[src/rtl/resv_monitor.sv]
module resv_monitor #(
  parameter int AW = 32,
  parameter int DW = 32,
  parameter int LINE_BYTES = 64,
  parameter int PW = 2
) (
  input  logic          clk,
  input  logic          rst_n,
  input  logic          req_valid,
  output logic          req_ready,
  input  logic [1:0]    req_op,
  input  logic [AW-1:0] req_addr,
  input  logic [PW-1:0] req_prio,
  input  logic [DW-1:0] req_cmp,
  input  logic [DW-1:0] req_data,
  output logic          resp_valid,
  output logic          resp_ok,
  output logic [DW-1:0] resp_data,
  output logic          fetch_valid,
  output logic [AW-1:0] fetch_addr,
  input  logic          fill_valid,
  input  logic          fill_excl,
  input  logic [DW-1:0] fill_data,
  output logic          wr_valid,
  output logic [AW-1:0] wr_addr,
  output logic [DW-1:0] wr_data,
  input  logic          snp_valid,
  input  logic [AW-1:0] snp_addr,
  input  logic [PW-1:0] snp_prio,
  output logic          snp_grant,
  output logic          snp_hint,
  output logic          order_strict
);
  localparam int OFF = $clog2(LINE_BYTES);
  localparam int LW = AW - OFF;

  typedef enum logic [1:0] {S_IDLE, S_LL, S_CAS} st_t;
  st_t st;

  logic          resv_open, resv_ok;
  logic [LW-1:0] resv_line;
  logic [PW-1:0] resv_prio;
  logic [AW-1:0] cas_addr;
  logic [DW-1:0] cas_cmp, cas_data;

  wire snp_hit   = snp_valid && resv_open && (snp_addr[AW-1:OFF] == resv_line);
  wire snp_steal = snp_hit && (snp_prio > resv_prio);
  assign snp_hint  = snp_hit;
  assign snp_grant = snp_valid && !(snp_hit && !snp_steal);

  assign req_ready    = (st == S_IDLE);
  assign order_strict = resv_open;

  wire acc     = req_valid && req_ready;
  wire acc_ll  = acc && req_op == 2'd0;
  wire acc_sc  = acc && req_op == 2'd1;
  wire acc_cas = acc && req_op == 2'd2;
  wire sc_ok   = resv_open && resv_ok && !snp_steal && (req_addr[AW-1:OFF] == resv_line);
  wire fill_ll  = (st == S_LL)  && fill_valid;
  wire fill_cas = (st == S_CAS) && fill_valid;

  always_ff @(posedge clk) begin
    if (!rst_n) begin
      st <= S_IDLE;
      resv_open <= 1'b0;
      resv_ok <= 1'b0;
      resv_line <= '0;
      resv_prio <= '0;
      cas_addr <= '0;
      cas_cmp <= '0;
      cas_data <= '0;
      resp_valid <= 1'b0;
      resp_ok <= 1'b0;
      resp_data <= '0;
      fetch_valid <= 1'b0;
      fetch_addr <= '0;
      wr_valid <= 1'b0;
      wr_addr <= '0;
      wr_data <= '0;
    end else begin
      resp_valid <= 1'b0;
      wr_valid <= 1'b0;
      fetch_valid <= 1'b0;
      if (snp_steal) resv_ok <= 1'b0;
      if (acc_ll || acc_cas) begin
        fetch_valid <= 1'b1;
        fetch_addr <= {req_addr[AW-1:OFF], {OFF{1'b0}}};
      end
      if (acc_ll) begin
        resv_open <= 1'b1;
        resv_ok <= 1'b1;
        resv_line <= req_addr[AW-1:OFF];
        resv_prio <= req_prio;
        st <= S_LL;
      end
      if (acc_cas) begin
        cas_addr <= req_addr;
        cas_cmp <= req_cmp;
        cas_data <= req_data;
        st <= S_CAS;
      end
      if (acc_sc) begin
        resv_open <= 1'b0;
        resv_ok <= 1'b0;
        resp_valid <= 1'b1;
        resp_ok <= sc_ok;
        resp_data <= '0;
        if (sc_ok) begin
          wr_valid <= 1'b1;
          wr_addr <= req_addr;
          wr_data <= req_data;
        end
      end
      if (fill_ll) begin
        resp_valid <= 1'b1;
        resp_ok <= 1'b1;
        resp_data <= fill_data;
        if (!fill_excl) resv_ok <= 1'b0;
        st <= S_IDLE;
      end
      if (fill_cas) begin
        resp_valid <= 1'b1;
        resp_ok <= fill_excl && (fill_data == cas_cmp);
        resp_data <= fill_data;
        if (fill_excl && fill_data == cas_cmp) begin
          wr_valid <= 1'b1;
          wr_addr <= cas_addr;
          wr_data <= cas_data;
        end
        st <= S_IDLE;
      end
    end
  end

  assert_fetch_cause_R1: assert property (@(posedge clk) disable iff (!rst_n)
    fetch_valid |-> $past(acc_ll || acc_cas));
  assert_ll_no_error_R2: assert property (@(posedge clk) disable iff (!rst_n)
    (resp_valid && $past(st == S_LL)) |-> resp_ok);
  assert_cas_refused_R4: assert property (@(posedge clk) disable iff (!rst_n)
    $past(fill_cas && !fill_excl) |-> (resp_valid && !resp_ok && !wr_valid));
  assert_deny_only_on_hit_R7: assert property (@(posedge clk) disable iff (!rst_n)
    (snp_valid && !snp_grant) |-> snp_hint);
  assert_strict_drops_R9: assert property (@(posedge clk) disable iff (!rst_n)
    $past(acc_sc) |-> !order_strict);
  assert_write_needs_ok_R10: assert property (@(posedge clk) disable iff (!rst_n)
    wr_valid |-> (resp_valid && resp_ok));
  assert_busy_blocks_R12: assert property (@(posedge clk) disable iff (!rst_n)
    fetch_valid |-> !req_ready);
endmodule

[config.mk]
export PLATFORM = sky130hd
export DESIGN_NAME = resv_monitor
export DESIGN_NICKNAME = d
export VERILOG_FILES = /design/src/rtl/resv_monitor.sv
export SDC_FILE = /design/constraint.sdc
export NUM_CORES = 1
export LEC_CHECK = 0
export ABC_AREA = 1
export BUFFER_PORTS_ARGS = -buffer_cell sky130_fd_sc_hd__buf_2
export CORE_AREA = 2 2 158 160
export CTS_BUF_LIST = sky130_fd_sc_hd__clkbuf_16
export DETAILED_ROUTE_END_ITERATION = 16
export DIE_AREA = 0 0 160 162
export PLACE_DENSITY = 0.75
export SKIP_CTS_REPAIR_TIMING = 1
export SLEW_MARGIN = 10
export SYNTH_ARGS = -nofsm -noshare
export SYNTH_HDL_FRONTEND = slang
export SYNTH_SLANG_ARGS = --single-unit
[constraint.sdc]
create_clock -name clk -period 1.9 [get_ports clk]
set_input_delay 0.095 -clock clk [delete_from_list [all_inputs] [get_ports clk]]
set_output_delay 0.095 -clock clk [all_outputs]
set_load 0.02 [all_outputs]
==> impl_metrics.xml <==
<?xml version="1.0" encoding="UTF-8"?>
<metrics>
  <group name="cts">
    <metric name="cts.sink_count" unit="">254</metric>
    <metric name="clk_transition_reported_paths" unit="ns">0.06</metric>
    <metric name="h-tree-depth" unit="">1</metric>
    <metric name="clock_tree_buf_depth" unit="">3</metric>
    <metric name="root_buffer" unit="">sky130_fd_sc_hd__clkbuf_16</metric>
    <metric name="cts_tree" unit="">built</metric>
    <metric name="tritoncts.num_buffers" unit="">27</metric>
    <metric name="clock_latency" unit="ns">0.54</metric>
  </group>
  <group name="drt">
    <metric name="drt_iter0_markers" unit="">1267</metric>
    <metric name="drt-vias-per-instance" unit="">5.275</metric>
    <metric name="post-route-drc-count" unit="">0</metric>
    <metric name="route.antenna.remaining_nets" unit="">0</metric>
    <metric name="post_drt_wl_per_cell" unit="um">16.99</metric>
    <metric name="firstDrtPassIters" unit="">5</metric>
    <metric name="dr_total_vias" unit="">13446</metric>
    <metric name="routed_wirelength" unit="mm">43.31</metric>
  </group>
  <group name="setup_path">
    <metric name="cp.required" unit="ns">2.34</metric>
    <metric name="critical_path_source_type" unit="">register</metric>
    <metric name="reg2reg_depth" unit="">14</metric>
    <metric name="cp_data_arrival_time" unit="ns">2.70</metric>
    <metric name="critical_path_class" unit="">reg -&gt; reg</metric>
    <metric name="critPathMaxFanout" unit="">8</metric>
    <metric name="critical_path.endpoint_type" unit="">register</metric>
    <metric name="ff2ff_setup_slack" unit="ns">-0.36</metric>
  </group>
  <group name="sta">
    <metric name="fin_worst_hold_slack" unit="ns">-0.02066</metric>
    <metric name="period_minus_slack" unit="ns">2.264</metric>
    <metric name="fin_ws" unit="ns">-0.3638</metric>
    <metric name="rsz0062_at_grt" unit="">yes</metric>
    <metric name="post_route_clock_period_utilization" unit="%">119.1</metric>
    <metric name="max_freq" unit="GHz">0.4417</metric>
    <metric name="setup_viol" unit="">67</metric>
    <metric name="max_slew.worst_pin.slew" unit="ns">0.5427</metric>
    <metric name="fin_worst_skew" unit="ns">0.01143</metric>
    <metric name="report.final.slew_viol_count" unit="">0</metric>
    <metric name="timing.max_slew.rel_slack" unit="%">63.73</metric>
    <metric name="finalHoldViolations" unit="">3</metric>
  </group>
  <group name="pwr">
    <metric name="total_leakage_power" unit="nW">8.713</metric>
    <metric name="post-layout-total-power" unit="mW">12.83</metric>
    <metric name="peakVddDrop" unit="mV">0.6837</metric>
    <metric name="cellPowerDensity" unit="mW/mm^2">762.7</metric>
  </group>
  <group name="grt">
    <metric name="grt_antenna_before_repair" unit="">9</metric>
    <metric name="number_of_global_route_vias_before_repair" unit="">11684</metric>
    <metric name="pin_count_of_the_biggest_net_entering_global_routing" unit="">123</metric>
    <metric name="grt_pass1_wl" unit="mm">59.41</metric>
    <metric name="grt_overflow_total" unit="">0</metric>
    <metric name="globalRouteTotalUtil" unit="%">28.03</metric>
  </group>
  <group name="run_status">
    <metric name="status" unit="">finished, violations left</metric>
    <metric name="violations_in_the_final_reports" unit="">hold timing, setup timing</metric>
  </group>
  <group name="yosys">
    <metric name="syn_inst" unit="">1735</metric>
    <metric name="syn-mean-instance-area" unit="sq um">6.873</metric>
    <metric name="ys_seq_area_share" unit="%">42.64</metric>
    <metric name="yosys_warnings" unit="">0</metric>
    <metric name="synth.distinct_cells" unit="">38</metric>
    <metric name="post_synth_instance_area" unit="sq mm">0.01193</metric>
    <metric name="ys_ff_latch" unit="">254</metric>
  </group>
  <group name="final_layout">
    <metric name="fillers" unit="">1952</metric>
    <metric name="areaGrowthSynthToFinish" unit="%">41.07</metric>
    <metric name="drive_above_1_share" unit="%">26.13</metric>
    <metric name="post_layout_nets" unit="">2371</metric>
    <metric name="postLayoutCoreUtil" unit="%">69.79</metric>
  </group>
  <group name="floorplanning">
    <metric name="core_area" unit="sq mm">0.02411</metric>
    <metric name="chipHeight" unit="um">162</metric>
    <metric name="initial_utilization" unit="%">49.47</metric>
    <metric name="dieArea" unit="sq mm">0.02592</metric>
    <metric name="ios" unit="">308</metric>
    <metric name="die_x_extent" unit="um">160</metric>
    <metric name="floorplan.rows" unit="">57</metric>
  </group>
  <group name="min_path">
    <metric name="kind_of_path_behind_the_tightest_hold_check" unit="">in -&gt; reg</metric>
    <metric name="hold_path_depth" unit="">6</metric>
  </group>
  <group name="place">
    <metric name="place_hpwl" unit="mm">26.00</metric>
    <metric name="port_buffers" unit="">295</metric>
    <metric name="place.gp.congestion" unit="">0.8970</metric>
  </group>
  <group name="flow_run">
    <metric name="maxCapViolations" unit="">0</metric>
  </group>
</metrics>
[cell families (layout without fill, tap and decap cells)]
kind of cell | count (synthesis) | count (layout) | share of synthesized area, %
AOI/OAI and AO/OA | 244 | 244 | 12.35
xor gates and xnor gates | 26 | 26 | 1.910
adders and majority gates | 2 | 2 | 0.2098
buffers and inverters | 394 | 867 | 13.64
DFF | 254 | 254 | 42.64
other | 1 | 15 | 0.03145
and+or+nand+nor | 814 | 817 | 29.22
[power breakdown]
group          total, mW  internal, mW  switching, mW
logic               1.84         0.794           1.04
clock network       5.33          3.11           2.22
registers           5.66          5.55          0.111
[cell usage after synthesis]
cell type | count | area [sq um]
sky130_fd_sc_hd__a211oi_1 | 25 | 187.7
sky130_fd_sc_hd__a21oi_1 | 71 | 355.3
sky130_fd_sc_hd__a221oi_1 | 46 | 402.9
sky130_fd_sc_hd__a2bb2oi_1 | 1 | 8.760
sky130_fd_sc_hd__and3_1 | 1 | 6.260
sky130_fd_sc_hd__buf_1 | 8 | 30.03
sky130_fd_sc_hd__buf_2 | 28 | 140.1
sky130_fd_sc_hd__buf_4 | 8 | 60.06
sky130_fd_sc_hd__buf_6 | 11 | 123.9
sky130_fd_sc_hd__clkbuf_1 | 47 | 176.4
sky130_fd_sc_hd__clkinv_1 | 4 | 15.01
sky130_fd_sc_hd__conb_1 | 1 | 3.750
sky130_fd_sc_hd__dfxtp_1 | 254 | 5085
sky130_fd_sc_hd__ha_1 | 2 | 25.02
sky130_fd_sc_hd__inv_1 | 271 | 1017
sky130_fd_sc_hd__inv_2 | 17 | 63.81
sky130_fd_sc_hd__nand2_1 | 444 | 1667
sky130_fd_sc_hd__nand2_2 | 10 | 62.56
sky130_fd_sc_hd__nand3_1 | 116 | 580.6
sky130_fd_sc_hd__nand3_2 | 1 | 10.01
sky130_fd_sc_hd__nand3b_1 | 24 | 180.2
sky130_fd_sc_hd__nand4_1 | 20 | 125.1
sky130_fd_sc_hd__nor2_1 | 161 | 604.3
sky130_fd_sc_hd__nor2_2 | 5 | 31.28
sky130_fd_sc_hd__nor2_4 | 1 | 11.26
sky130_fd_sc_hd__nor2_8 | 1 | 20.02
sky130_fd_sc_hd__nor3_1 | 6 | 30.03
sky130_fd_sc_hd__nor3_2 | 1 | 10.01
sky130_fd_sc_hd__nor3b_1 | 2 | 15.01
sky130_fd_sc_hd__nor4_1 | 2 | 12.51
sky130_fd_sc_hd__o21a_1 | 4 | 30.03
sky130_fd_sc_hd__o21ai_0 | 89 | 445.4
sky130_fd_sc_hd__o21ai_1 | 7 | 35.03
sky130_fd_sc_hd__o31ai_1 | 1 | 7.510
sky130_fd_sc_hd__or2_0 | 1 | 6.260
sky130_fd_sc_hd__or2_2 | 18 | 112.6
sky130_fd_sc_hd__xnor2_1 | 18 | 157.7
sky130_fd_sc_hd__xor2_1 | 8 | 70.07
[cell type report]
| class | count | area, sq um | share of cell area [%] |
|---|---|---|---|
| Antenna cell | 9 | 22.52 | 0.1339 |
| Clock buffer | 27 | 675.6 | 4.016 |
| Clock inverter | 21 | 197.7 | 1.175 |
| Inverter | 292 | 1102 | 6.553 |
| Multi-Input combinational cell | 1095 | 5520 | 32.82 |
| Sequential cell | 254 | 5105 | 30.35 |
| Tap cell | 324 | 405.4 | 2.410 |
| Timing Repair Buffer | 527 | 3794 | 22.55 |
[sequential cells by signal, indices dropped and copies added (netlist names)]
signal        cells
resp_data        32
cas_data         32
resv_ok           1
order_strict      1
fetch_addr       26
cas_cmp          32
wr_addr          32
resv_prio         2
resv_line        26
fetch_valid       1
st                2
wr_valid          1
resp_ok           1
cas_addr         32
wr_data          32
resp_valid        1
[metrics by stage]
stage	worst slack, ns	instance area [sq um]	cells	TNS [ns]
after floorplan	0.1444	11940	1740	0
after global placement	-0.4649	14220	2357	-27.00
after detailed placement	-0.5128	14220	2357	-30.02
after CTS	-0.5542	15100	2405	-33.53
after global routing	-0.4916	16810	2545	-26.97
final	-0.3638	16820	2549	-17.08
[layout by cell type (no fill, tap or decap), types with 13 or more instances in the layout]
master / Yosys / final
sky130_fd_sc_hd__a211oi_1: 25 / 25
sky130_fd_sc_hd__a21oi_1: 71 / 70
sky130_fd_sc_hd__a221oi_1: 46 / 45
sky130_fd_sc_hd__buf_12: 0 / 17
sky130_fd_sc_hd__buf_2: 28 / 292
sky130_fd_sc_hd__buf_4: 8 / 94
sky130_fd_sc_hd__clkbuf_16: 0 / 29
sky130_fd_sc_hd__dfxtp_1: 254 / 238
sky130_fd_sc_hd__dfxtp_2: 0 / 16
sky130_fd_sc_hd__dlygate4sd3_1: 0 / 113
sky130_fd_sc_hd__inv_1: 271 / 271
sky130_fd_sc_hd__inv_2: 17 / 18
sky130_fd_sc_hd__nand2_1: 444 / 428
sky130_fd_sc_hd__nand2_2: 10 / 21
sky130_fd_sc_hd__nand3_1: 116 / 103
sky130_fd_sc_hd__nand3_2: 1 / 14
sky130_fd_sc_hd__nand3b_1: 24 / 24
sky130_fd_sc_hd__nand4_1: 20 / 20
sky130_fd_sc_hd__nor2_1: 161 / 154
sky130_fd_sc_hd__o21ai_0: 89 / 85
sky130_fd_sc_hd__or2_2: 18 / 18
sky130_fd_sc_hd__xnor2_1: 18 / 13
[path summary, 6_finish.rpt]
path	start	to
worst max-delay path	resv_line[0]	wr_data[19]
worst min-delay path	req_addr[6]	wr_addr[6]
worst max register to register	resv_line[0]	wr_data[19]
worst min register to register	cas_addr[2]	cas_addr[2]
[critical path: stages (launching register included)]
cell and delay (ns):
sky130_fd_sc_hd__dfxtp_1 0.45, sky130_fd_sc_hd__o21ai_1 0.13, sky130_fd_sc_hd__nor2_1 0.10, sky130_fd_sc_hd__nand2_1 0.06, sky130_fd_sc_hd__nor2_1 0.09, sky130_fd_sc_hd__nand2_1 0.09, sky130_fd_sc_hd__nor2_2 0.15, sky130_fd_sc_hd__buf_4 0.12
sky130_fd_sc_hd__nand4_1 0.28, sky130_fd_sc_hd__buf_6 0.26, sky130_fd_sc_hd__clkbuf_16 0.17, sky130_fd_sc_hd__nand2_1 0.07, sky130_fd_sc_hd__nand3_1 0.07, sky130_fd_sc_hd__nand2_1 0.09, sky130_fd_sc_hd__inv_1 0.04
[per-layer routing]
metal | wire length, um | vias to the layer above | global-route usage, %
met5 | 13 | - | 0
met4 | 1866 | 2 | 9.664
met3 | 3480 | 133 | 6.588
met2 | 20430 | 619 | 46.67
met1 | 17520 | 6333 | 35.89
li1 | - | 6359 | -
Power figures use the tool's default switching activity.
